File: config.mk
export PLATFORM = sky130hd
export DESIGN_NAME = smb_ctl_regs
export DESIGN_NICKNAME = d
export VERILOG_FILES = /design/src/rtl/smb_ctl_pkg.sv /design/src/rtl/smb_ctl_bank.sv /design/src/rtl/smb_evt_flags.sv /design/src/rtl/smb_irq_agg.sv /design/src/rtl/smb_ctl_regs.sv
export SDC_FILE = /design/constraint.sdc
export NUM_CORES = 1
export LEC_CHECK = 0
export BUFFER_PORTS_ARGS = -buffer_cell sky130_fd_sc_hd__buf_2
export CORE_MARGIN = 2
export CORE_UTILIZATION = 30
export CTS_BUF_LIST = sky130_fd_sc_hd__clkbuf_8 sky130_fd_sc_hd__clkbuf_16
export DETAILED_ROUTE_END_ITERATION = 10
export GPL_TIMING_DRIVEN = 0
export PLACE_DENSITY = 0.63
export SLEW_MARGIN = 20
export SYNTH_ARGS = -nofsm -noshare
export SYNTH_HDL_FRONTEND = slang
export SYNTH_SLANG_ARGS = --single-unit
File: constraint.sdc
create_clock -name clk_i -period 1.12 [get_ports clk_i]
set_clock_uncertainty 0.05 [all_clocks]
set_input_delay 0.112 -clock clk_i [delete_from_list [all_inputs] [get_ports clk_i]]
set_output_delay 0.112 -clock clk_i [all_outputs]
set_load 0.05 [all_outputs]
File: src/rtl/smb_ctl_pkg.sv
package smb_ctl_pkg;

    localparam int DATA_W  = 8;
    localparam int NUM_EVT = 6;
    localparam int EVT_LSB = 2;

    // control byte bit positions
    localparam int CB_STALL_EN = 7;
    localparam int CB_MATCH_IE = 6;
    localparam int CB_GCALL_EN = 5;
    localparam int CB_NACK     = 4;
    localparam int CB_RSVD     = 3;
    localparam int CB_IRQ_EN   = 2;
    localparam int CB_STOP     = 1;
    localparam int CB_START    = 0;

    // bits held in the configuration register (request bits live in the FSM)
    localparam logic [DATA_W-1:0] CFG_MASK =
        DATA_W'((1 << CB_STALL_EN) | (1 << CB_MATCH_IE) | (1 << CB_GCALL_EN) |
                (1 << CB_NACK) | (1 << CB_IRQ_EN));

    // event flag indices; status bit = index + EVT_LSB
    localparam int EV_MATCH   = 0;
    localparam int EV_STALL   = 1;
    localparam int EV_NACK    = 2;
    localparam int EV_BUSERR  = 3;
    localparam int EV_READY   = 4;
    localparam int EV_SLVSTOP = 5;

    typedef enum logic [1:0] {
        REQ_IDLE  = 2'd0,
        REQ_START = 2'd1,
        REQ_STOP  = 2'd2
    } req_state_e;

endpackage

File: src/rtl/smb_ctl_bank.sv
module smb_ctl_bank
    import smb_ctl_pkg::*;
(
    input  logic              clk_i,
    input  logic              rst_ni,
    input  logic              enable_i,
    input  logic              we_i,
    input  logic [DATA_W-1:0] wdata_i,
    input  logic              start_done_i,
    input  logic              stop_done_i,
    input  logic              ack_done_i,
    output logic [DATA_W-1:0] ctrl_o,
    output logic              start_req_o,
    output logic              stop_req_o
);

    logic [DATA_W-1:0] cfg_q, cfg_d;
    req_state_e        state_q, state_d;

    // configuration bits
    always_comb begin
        cfg_d = cfg_q;
        if (!enable_i) begin
            cfg_d = '0;
        end else if (we_i) begin
            cfg_d = wdata_i & CFG_MASK;
        end else if (ack_done_i) begin
            cfg_d[CB_NACK] = 1'b0;
        end
    end

    // request state machine: next state
    always_comb begin
        state_d = state_q;
        if (!enable_i) begin
            state_d = REQ_IDLE;
        end else begin
            unique case (state_q)
                REQ_IDLE: begin
                    if (we_i && wdata_i[CB_STOP])
                        state_d = REQ_STOP;
                    else if (we_i && wdata_i[CB_START])
                        state_d = REQ_START;
                end
                REQ_START: begin
                    if (we_i && wdata_i[CB_STOP])
                        state_d = REQ_STOP;
                    else if (start_done_i)
                        state_d = REQ_IDLE;
                end
                REQ_STOP: begin
                    if (stop_done_i)
                        state_d = REQ_IDLE;
                end
                default: state_d = REQ_IDLE;
            endcase
        end
    end

    // state and configuration registers
    always_ff @(posedge clk_i) begin
        if (!rst_ni) begin
            state_q <= REQ_IDLE;
            cfg_q   <= '0;
        end else begin
            state_q <= state_d;
            cfg_q   <= cfg_d;
        end
    end

    // request outputs
    always_comb begin
        start_req_o = 1'b0;
        stop_req_o  = 1'b0;
        unique case (state_q)
            REQ_IDLE:  ;
            REQ_START: start_req_o = 1'b1;
            REQ_STOP:  stop_req_o  = 1'b1;
            default:   ;
        endcase
    end

    assign ctrl_o = cfg_q | {{(DATA_W-2){1'b0}}, stop_req_o, start_req_o};

    a_r3_disable_clears: assert property (@(posedge clk_i) disable iff (!rst_ni)
        !enable_i |=> (cfg_q == '0 && state_q == REQ_IDLE));

    a_r4_stop_done_idle: assert property (@(posedge clk_i) disable iff (!rst_ni)
        (enable_i && state_q == REQ_STOP && stop_done_i) |=> state_q == REQ_IDLE);

    a_r4_stop_holds: assert property (@(posedge clk_i) disable iff (!rst_ni)
        (enable_i && state_q == REQ_STOP && !stop_done_i) |=> state_q == REQ_STOP);

    a_r5_ack_clears: assert property (@(posedge clk_i) disable iff (!rst_ni)
        (ack_done_i && !we_i) |=> !cfg_q[CB_NACK]);

endmodule

File: src/rtl/smb_evt_flags.sv
module smb_evt_flags #(
    parameter int N = 6
) (
    input  logic         clk_i,
    input  logic         rst_ni,
    input  logic [N-1:0] set_i,
    input  logic [N-1:0] clr_i,
    output logic [N-1:0] flags_o
);

    for (genvar i = 0; i < N; i++) begin : g_flag
        logic f_q;

        // set has priority over a write-one-to-clear in the same cycle
        always_ff @(posedge clk_i) begin
            if (!rst_ni)
                f_q <= 1'b0;
            else if (set_i[i])
                f_q <= 1'b1;
            else if (clr_i[i])
                f_q <= 1'b0;
        end

        assign flags_o[i] = f_q;

        a_r6_set_wins: assert property (@(posedge clk_i) disable iff (!rst_ni)
            set_i[i] |=> flags_o[i]);

        a_r6_sticky: assert property (@(posedge clk_i) disable iff (!rst_ni)
            (flags_o[i] && !clr_i[i]) |=> flags_o[i]);
    end

endmodule

File: src/rtl/smb_irq_agg.sv
module smb_irq_agg
    import smb_ctl_pkg::*;
(
    input  logic               clk_i,
    input  logic               rst_ni,
    input  logic [NUM_EVT-1:0] flags_i,
    input  logic               irq_en_i,
    input  logic               match_ie_i,
    input  logic               stall_en_i,
    input  logic               master_i,
    input  logic               dma_on_i,
    output logic               irq_o
);

    logic [NUM_EVT-1:0] src;
    logic               irq_q;

    always_comb begin
        src             = '0;
        src[EV_MATCH]   = flags_i[EV_MATCH] & match_ie_i;
        src[EV_STALL]   = flags_i[EV_STALL] & master_i & stall_en_i;
        src[EV_NACK]    = flags_i[EV_NACK];
        src[EV_BUSERR]  = flags_i[EV_BUSERR];
        src[EV_READY]   = flags_i[EV_READY] & ~dma_on_i;
        src[EV_SLVSTOP] = flags_i[EV_SLVSTOP];
    end

    always_ff @(posedge clk_i) begin
        if (!rst_ni)
            irq_q <= 1'b0;
        else
            irq_q <= irq_en_i & (|src);
    end

    assign irq_o = irq_q;

    a_r8_needs_enable: assert property (@(posedge clk_i) disable iff (!rst_ni)
        !irq_en_i |=> !irq_o);

    a_r9_buserr_fires: assert property (@(posedge clk_i) disable iff (!rst_ni)
        (irq_en_i && flags_i[EV_BUSERR]) |=> irq_o);

    a_r9_ready_dma_quiet: assert property (@(posedge clk_i) disable iff (!rst_ni)
        (dma_on_i && flags_i == NUM_EVT'(1 << EV_READY)) |=> !irq_o);

endmodule

File: src/rtl/smb_ctl_regs.sv
module smb_ctl_regs
    import smb_ctl_pkg::*;
#(
    parameter int ADDR_W   = 2,
    parameter int CTRL_OFS = 3,
    parameter int STAT_OFS = 1
) (
    input  logic              clk_i,
    input  logic              rst_ni,
    input  logic              enable_i,
    input  logic              wr_en_i,
    input  logic [ADDR_W-1:0] addr_i,
    input  logic [DATA_W-1:0] wr_data_i,
    output logic [DATA_W-1:0] rd_data_o,
    input  logic              ev_match_i,
    input  logic              ev_buserr_i,
    input  logic              ev_nack_i,
    input  logic              ev_ready_i,
    input  logic              ev_start_ok_i,
    input  logic              ev_slvstop_i,
    input  logic              start_done_i,
    input  logic              stop_done_i,
    input  logic              ack_done_i,
    input  logic              master_i,
    input  logic              tx_mode_i,
    input  logic              dma_on_i,
    output logic              start_req_o,
    output logic              stop_req_o,
    output logic              nack_next_o,
    output logic              stall_en_o,
    output logic              gcall_en_o,
    output logic              irq_o
);

    localparam logic [ADDR_W-1:0] CTRL_A = ADDR_W'(CTRL_OFS);
    localparam logic [ADDR_W-1:0] STAT_A = ADDR_W'(STAT_OFS);

    logic               ctrl_sel, stat_sel;
    logic [DATA_W-1:0]  ctrl;
    logic [NUM_EVT-1:0] ev_set, ev_clr, flags;
    logic               unused_ok;

    assign ctrl_sel  = (addr_i == CTRL_A);
    assign stat_sel  = (addr_i == STAT_A);
    assign unused_ok = &{1'b0, wr_data_i[EVT_LSB-1:0]};

    smb_ctl_bank u_bank (
        .clk_i        (clk_i),
        .rst_ni       (rst_ni),
        .enable_i     (enable_i),
        .we_i         (wr_en_i & ctrl_sel),
        .wdata_i      (wr_data_i),
        .start_done_i (start_done_i),
        .stop_done_i  (stop_done_i),
        .ack_done_i   (ack_done_i),
        .ctrl_o       (ctrl),
        .start_req_o  (start_req_o),
        .stop_req_o   (stop_req_o)
    );

    always_comb begin
        ev_set             = '0;
        ev_set[EV_MATCH]   = ev_match_i;
        ev_set[EV_STALL]   = ev_start_ok_i & ctrl[CB_STALL_EN];
        ev_set[EV_NACK]    = ev_nack_i;
        ev_set[EV_BUSERR]  = ev_buserr_i;
        ev_set[EV_READY]   = ev_ready_i;
        ev_set[EV_SLVSTOP] = ev_slvstop_i;
    end

    assign ev_clr = {NUM_EVT{wr_en_i & stat_sel}} & wr_data_i[DATA_W-1:EVT_LSB];

    smb_evt_flags #(.N(NUM_EVT)) u_flags (
        .clk_i   (clk_i),
        .rst_ni  (rst_ni),
        .set_i   (ev_set),
        .clr_i   (ev_clr),
        .flags_o (flags)
    );

    smb_irq_agg u_irq (
        .clk_i      (clk_i),
        .rst_ni     (rst_ni),
        .flags_i    (flags),
        .irq_en_i   (ctrl[CB_IRQ_EN]),
        .match_ie_i (ctrl[CB_MATCH_IE]),
        .stall_en_i (ctrl[CB_STALL_EN]),
        .master_i   (master_i),
        .dma_on_i   (dma_on_i),
        .irq_o      (irq_o)
    );

    always_comb begin
        rd_data_o = '0;
        if (ctrl_sel)
            rd_data_o = ctrl;
        else if (stat_sel)
            rd_data_o = {flags, {EVT_LSB{1'b0}}};
    end

    assign nack_next_o = ctrl[CB_NACK] & ~tx_mode_i;
    assign stall_en_o  = ctrl[CB_STALL_EN];
    assign gcall_en_o  = ctrl[CB_GCALL_EN];

    a_r7_stall_gate: assert property (@(posedge clk_i) disable iff (!rst_ni)
        (!stall_en_o && !flags[EV_STALL]) |=> !flags[EV_STALL]);

    a_r7_stall_kept: assert property (@(posedge clk_i) disable iff (!rst_ni)
        (flags[EV_STALL] && !(wr_en_i && stat_sel && wr_data_i[EV_STALL+EVT_LSB]))
            |=> flags[EV_STALL]);

    a_r2_rsvd_zero: assert property (@(posedge clk_i) disable iff (!rst_ni)
        ctrl_sel |-> !rd_data_o[CB_RSVD]);

endmodule

[Word-level counts from Yosys, hierarchy flattened]
Index checks and enable logic that the tools add are counted.
Cells by class
  eq/ne operators: 7
  bitwise logic cells: 13
  reduce and logical (&&, ||, !) cells: 13
  muxes and demuxes: 24
Operator list (count)
  1-bit two-way mux: 16
  8-bit two-way mux: 2
  2-bit nonzero test: 7
  2-bit two-way mux: 5
  1-bit AND: 9
  8-bit by 2-bit OR with 8-bit output: 1
  6-bit AND: 1
  2-bit one-hot mux with 3 select lines: 1
  6-bit OR reduction: 1
  2-bit by 1-bit == test with 1-bit output (second input constant): 2
  2-bit == test (second input constant): 2
  3-bit by 1-bit != test with 1-bit output (second input constant): 1
  3-bit by 2-bit != test with 1-bit output (second input constant): 1
  3-bit AND reduction: 1
  1-bit logical AND: 2
  2-bit zero test: 1
  2-bit != test (second input constant): 1
  1-bit inverter: 2
  2-bit AND reduction: 1
Word-level totals
  logic and storage cells: 67
  output and inout port bits: 14
  input bits: 26
  bits in registers: 14

[Longest topological paths before layout]
  word-level depth: 6
  depth in mapped cells: 4
  depth with buffers taken out: 3

[Modules after synthesis]
Synthesis repeated with hierarchy kept, for this count alone.
Unflattened totals
  cells, all modules: 90
  area, all modules: 855.8 um^2
By module, submodules not included
  smb_ctl_bank: cells each 34, times used 1, area an instance 315.3 um^2, sequential area each 140.1 um^2
  smb_evt_flags: cells each 24, times used 1, area an instance 292.8 um^2, sequential area each 120.1 um^2
  smb_ctl_regs: cells each 25, times used 1, area an instance 190.2 um^2, sequential area each 0.0 um^2
  smb_irq_agg: cells each 7, times used 1, area an instance 57.6 um^2, sequential area each 20.0 um^2

[Worst setup path after synthesis]
No wires, ideal clock.
  kind: reg-to-output
  start: reg u_bank.state_q[1]
  end: out rd_data_o[1]
  required time: 0.958 ns
  setup slack: -0.742 ns
  cell stages (with the launch flop): 3
  buffers on the path: 0
  arrival time: 1.700 ns
  cells stage by stage: dfxtp_1 -> nor2b_1 -> and3_1
On the way
  cells in the longest elaborated chain, start to end: 4
RTL lines
  start: declaration: line smb_ctl_bank.sv:18  | req_state_e state_q, state_d;
  start signal: assignment: line smb_ctl_bank.sv:66  | state_q <= state_d;
  2-bit == test: line smb_ctl_bank.sv:75  | unique case (state_q)
  1-bit two-way mux: line smb_ctl_bank.sv:75
  net stop_req_o: line smb_ctl_regs.sv:28  | output logic stop_req_o,
  8-bit by 2-bit OR with 8-bit output: line smb_ctl_bank.sv:83  | assign ctrl_o = cfg_q | {{(DATA_W-2){1'b0}}, stop_req_o, start_req_o};
  8-bit two-way mux: line smb_ctl_regs.sv:95  | if (ctrl_sel)
  end: declaration: line smb_ctl_regs.sv:14  | output logic [DATA_W-1:0] rd_data_o,
The timed path passes the listed nets, and every way through them passes these cells.

[Worst setup path after layout]
  start: reg u_bank.state_q[0]
  end: out rd_data_o[0]
On the way
  cells in the longest elaborated chain, start to end: 4
RTL lines (line)
  2-bit by 1-bit == test with 1-bit output: smb_ctl_bank.sv:75
  1-bit two-way mux: smb_ctl_bank.sv:75
  8-bit by 2-bit OR with 8-bit output: smb_ctl_bank.sv:83
  8-bit two-way mux: smb_ctl_regs.sv:95
Every way passes these cells.

==> flow_summary_export.csv <==
group,metric,value,unit
status,status,"finished, violations left",
status,violations,"negative setup slack",
power_and_ir_drop,power.density,1005,mW/mm2
yosys,synth_xor_area_share,0,%
die,die_h,52.24,um
worst_hold_path,hp-class,"in2reg",
die,core_area,0.002212,mm2
layout,syn_to_final_growth,81.36,%
yosys,synth_edf_count,0,
die,initial_core_util,31.56,%
clock_tree,root_buffer,"clkbuf_8",
timing,min_period,1.249,ns
yosys,synth_cell_types,23,
yosys,ys_seq_elements,14,
die,io_pins,40,
yosys,yosysTopAreaCellShare,40.14,%
yosys,synth_top_family_by_area,"simple AND/OR/NAND/NOR gates",
timing,holdWs,0.003512,ns
global_route,grt_max_degree,11,
global_route,grt_pass1_vias,763,
clock_tree,insertion_delay,0.25,ns
die,rows,17,
global_route,use_met3,5.429,%
power_and_ir_drop,power,0.001272,W
yosys,synth_compound_area_share,21.33,%
timing,post-route-period-util,111.5,%
detailed_routing,route.detailed.drc,0,
detailed_routing,vias_per_cell,4.935,
setup_path,cp_max_fo,3,
global_route,gr-max-usage-layer,"met2",
global_route,use_met1,19.22,%
detailed_routing,wl,2.148,mm
timing,drv_slew,0,
yosys,synth_mux_area_share,7.168,%
global_route,grt_use_total,17.22,%
setup_path,cp.required,0.96,ns
clock_tree,clkSinkCount,14,
job,cap_violations,0,
detailed_routing,vias,829,
timing,fmax,800.6,MHz
placement,hpwl,1.434,mm
die,dieArea,0.002729,mm2
timing,grt_setup_unrepaired,"yes",
clock_tree,clockBufferDepth,2,
detailed_routing,wire_per_inst,12.79,um
yosys,syn_area,698.2,um2
global_route,antenna_found_initial,0,
timing,maxSlewHeadroom,82.01,%
setup_path,critPathLaunchType,"flop",
timing,setup_violations,5,
setup_path,slowest_delay,0.36,ns
layout,antenna_cells,0,
yosys,synthSimpleGateAreaFrac,24.55,%
timing,setup_ws,-0.1291,ns
timing,hold_viol_final,0,
yosys,syn_nets,111,
yosys,ys_seq_area_share,40.14,%
global_route,grt_pass1_wl,3.318,mm
detailed_routing,drt-initial-drc-count,14,
yosys,synthCells,85,
setup_path,cp-end-kind,"output pin",
setup_path,slowest_stage,"dfxtp_4",
clock_tree,cts_tree,"built",
yosys,synth_top_cell_by_area,"dfxtp_1",
layout,layout.nets,167,
yosys,synthTopCellsByArea,"dfxtp_1, mux2i_1, nor2b_1, nand2_1, a31oi_1",
clock_tree,htreeDepth,1,
detailed_routing,postRouteAntennaNets,0,
global_route,grt.overflow.total,0,
setup_path,cp_cell_sequence,"nor2b_4 -> and3_4 -> buf_8",
yosys,async_flop_share,0,%
yosys,synthFlopType,"dfxtp_1",
die,die-width,52.24,um
yosys,ys.warnings.count,0,
power_and_ir_drop,p_leak,0.5827,nW
yosys,synth_area_per_cell,8.214,um2
detailed_routing,firstDrtPassIters,4,
clock_tree,cts_made_buffers,3,
clock_tree,path_clk_slew,0.06,ns
timing,tightest_slew,0.2683,ns
layout,drive_gt1_share,60.00,%
global_route,gr-usage-met2,29.11,%
setup_path,worstPathArrival,1.09,ns
placement,gp_congestion,0.6731,
power_and_ir_drop,ir_drop,0.0007610,V
yosys,yosys.area_share.adder,0,%
setup_path,worstSetupPathType,"reg2out",
placement,place.port_buffers,39,
==> cell usage in the layout (no fill, tap or decap), types with 2 or more instances in the layout <==
cell	instances
nand2_1	12
clkbuf_8	4
nor2b_4	4
buf_8	4
dfxtp_2	9
buf_2	30
and3_4	2
o21ai_0	5
buf_4	11
buf_6	6
dfxtp_4	4
nand3_1	2
a31oi_1	6
inv_1	7
mux2i_4	2
dlygate4sd3_1	3
a21oi_1	7
mux2i_1	3
nand3b_1	2
and3b_1	2
nor2b_2	4
==> what timing repair did <==
| action | 4_1_cts | 5_1_grt |
|---|---|---|
| endpoints found under the hold margin | 2 | 1 |
| setup endpoints to repair | 11 | 11 |
| hold buffers | 2 | 1 |
| buffers inserted | 8 | 2 |
| resized for setup | 35 | 7 |
==> layer usage <==
metal | wire, um | up-vias | part of all wire, %
li1 | - | 405 | -
met1 | 898 | 394 | 42
met2 | 1076 | 26 | 50
met3 | 142 | 4 | 6.6
met4 | 31 | 0 | 1.4
met5 | 0 | - | 0
==> worst max-delay path, delay by kind of cell (launching register included) <==
kind	cells	cell delay, ns
DFF	1	0.36
buffers and inverters	1	0.14
and+or+nand+nor	2	0.34
==> path summary, 6_finish.rpt <==
check | start | to | slack [ns] | cells after the start
setup / recovery | u_bank.state_q[0] | rd_data_o[0] | -0.13 | 3
setup reg to reg | u_bank.state_q[0] | u_bank.state_q[0] | 0.07 | 3
hold reg to reg | u_bank.cfg_q[7] | u_bank.cfg_q[7] | 0.45 | 2
hold / removal | wr_data_i[7] | u_flags.g_flag[5].f_q | 0.004 | 2
==> registers in the layout, summed over array words and instances (netlist names) <==
register            cells
u_bank.cfg_q            5
u_irq.irq_o             1
u_bank.state_q          2
u_flags.g_flag.f_q      6
==> final cells by class <==
class                   count  area (um2)
inverters                   7       26.28
multi-input cells          60       445.4
repair buffers             52       380.4
flip-flops and latches     14       306.5
clock buffers               4       55.05
well taps                  28       35.03
fillers                   211       945.9
plain buffers               3       17.52
==> stage by stage <==
step | TNS (ns) | util (%) | cells | area (um2) | worst slack [ns]
floorplan | -0.2600 | - | 85 | 754.5 | -0.1612
global placement | -0.6913 | 44.51 | 152 | 984.7 | -0.07317
detailed placement | -0.9489 | 44.51 | 152 | 984.7 | -0.09144
CTS | -0.3680 | 55.09 | 166 | 1219 | -0.1303
global route | -0.6523 | 57.24 | 168 | 1266 | -0.1568
finish | -0.3495 | 57.24 | 168 | 1266 | -0.1291
==> power by group <==
group | total [W] | internal, W | switching, W
logic | 0.000243 | 0.000118 | 0.000125
clock network | 0.000501 | 0.000312 | 0.000190
registers | 0.000528 | 0.000512 | 0.0000156
total | 0.00127 | 0.000942 | 0.000331
==> cell families after synthesis <==
family / count (synthesis)
muxes: 5
and+or+nand+nor: 32
DFF: 14
AOI/OAI and AO/OA: 23
buffers and inverters: 11
==> cell usage after synthesis (all sizes together), types with 2 or more instances <==
cell	number
a211oi	2
a21oi	7
a31oi	6
and3	3
and3b	2
buf	3
dfxtp	14
inv	7
mux2i	5
nand2	13
nand3	2
nand3b	2
nor2b	8
o21ai	5
Power figures use the tool's default switching activity.
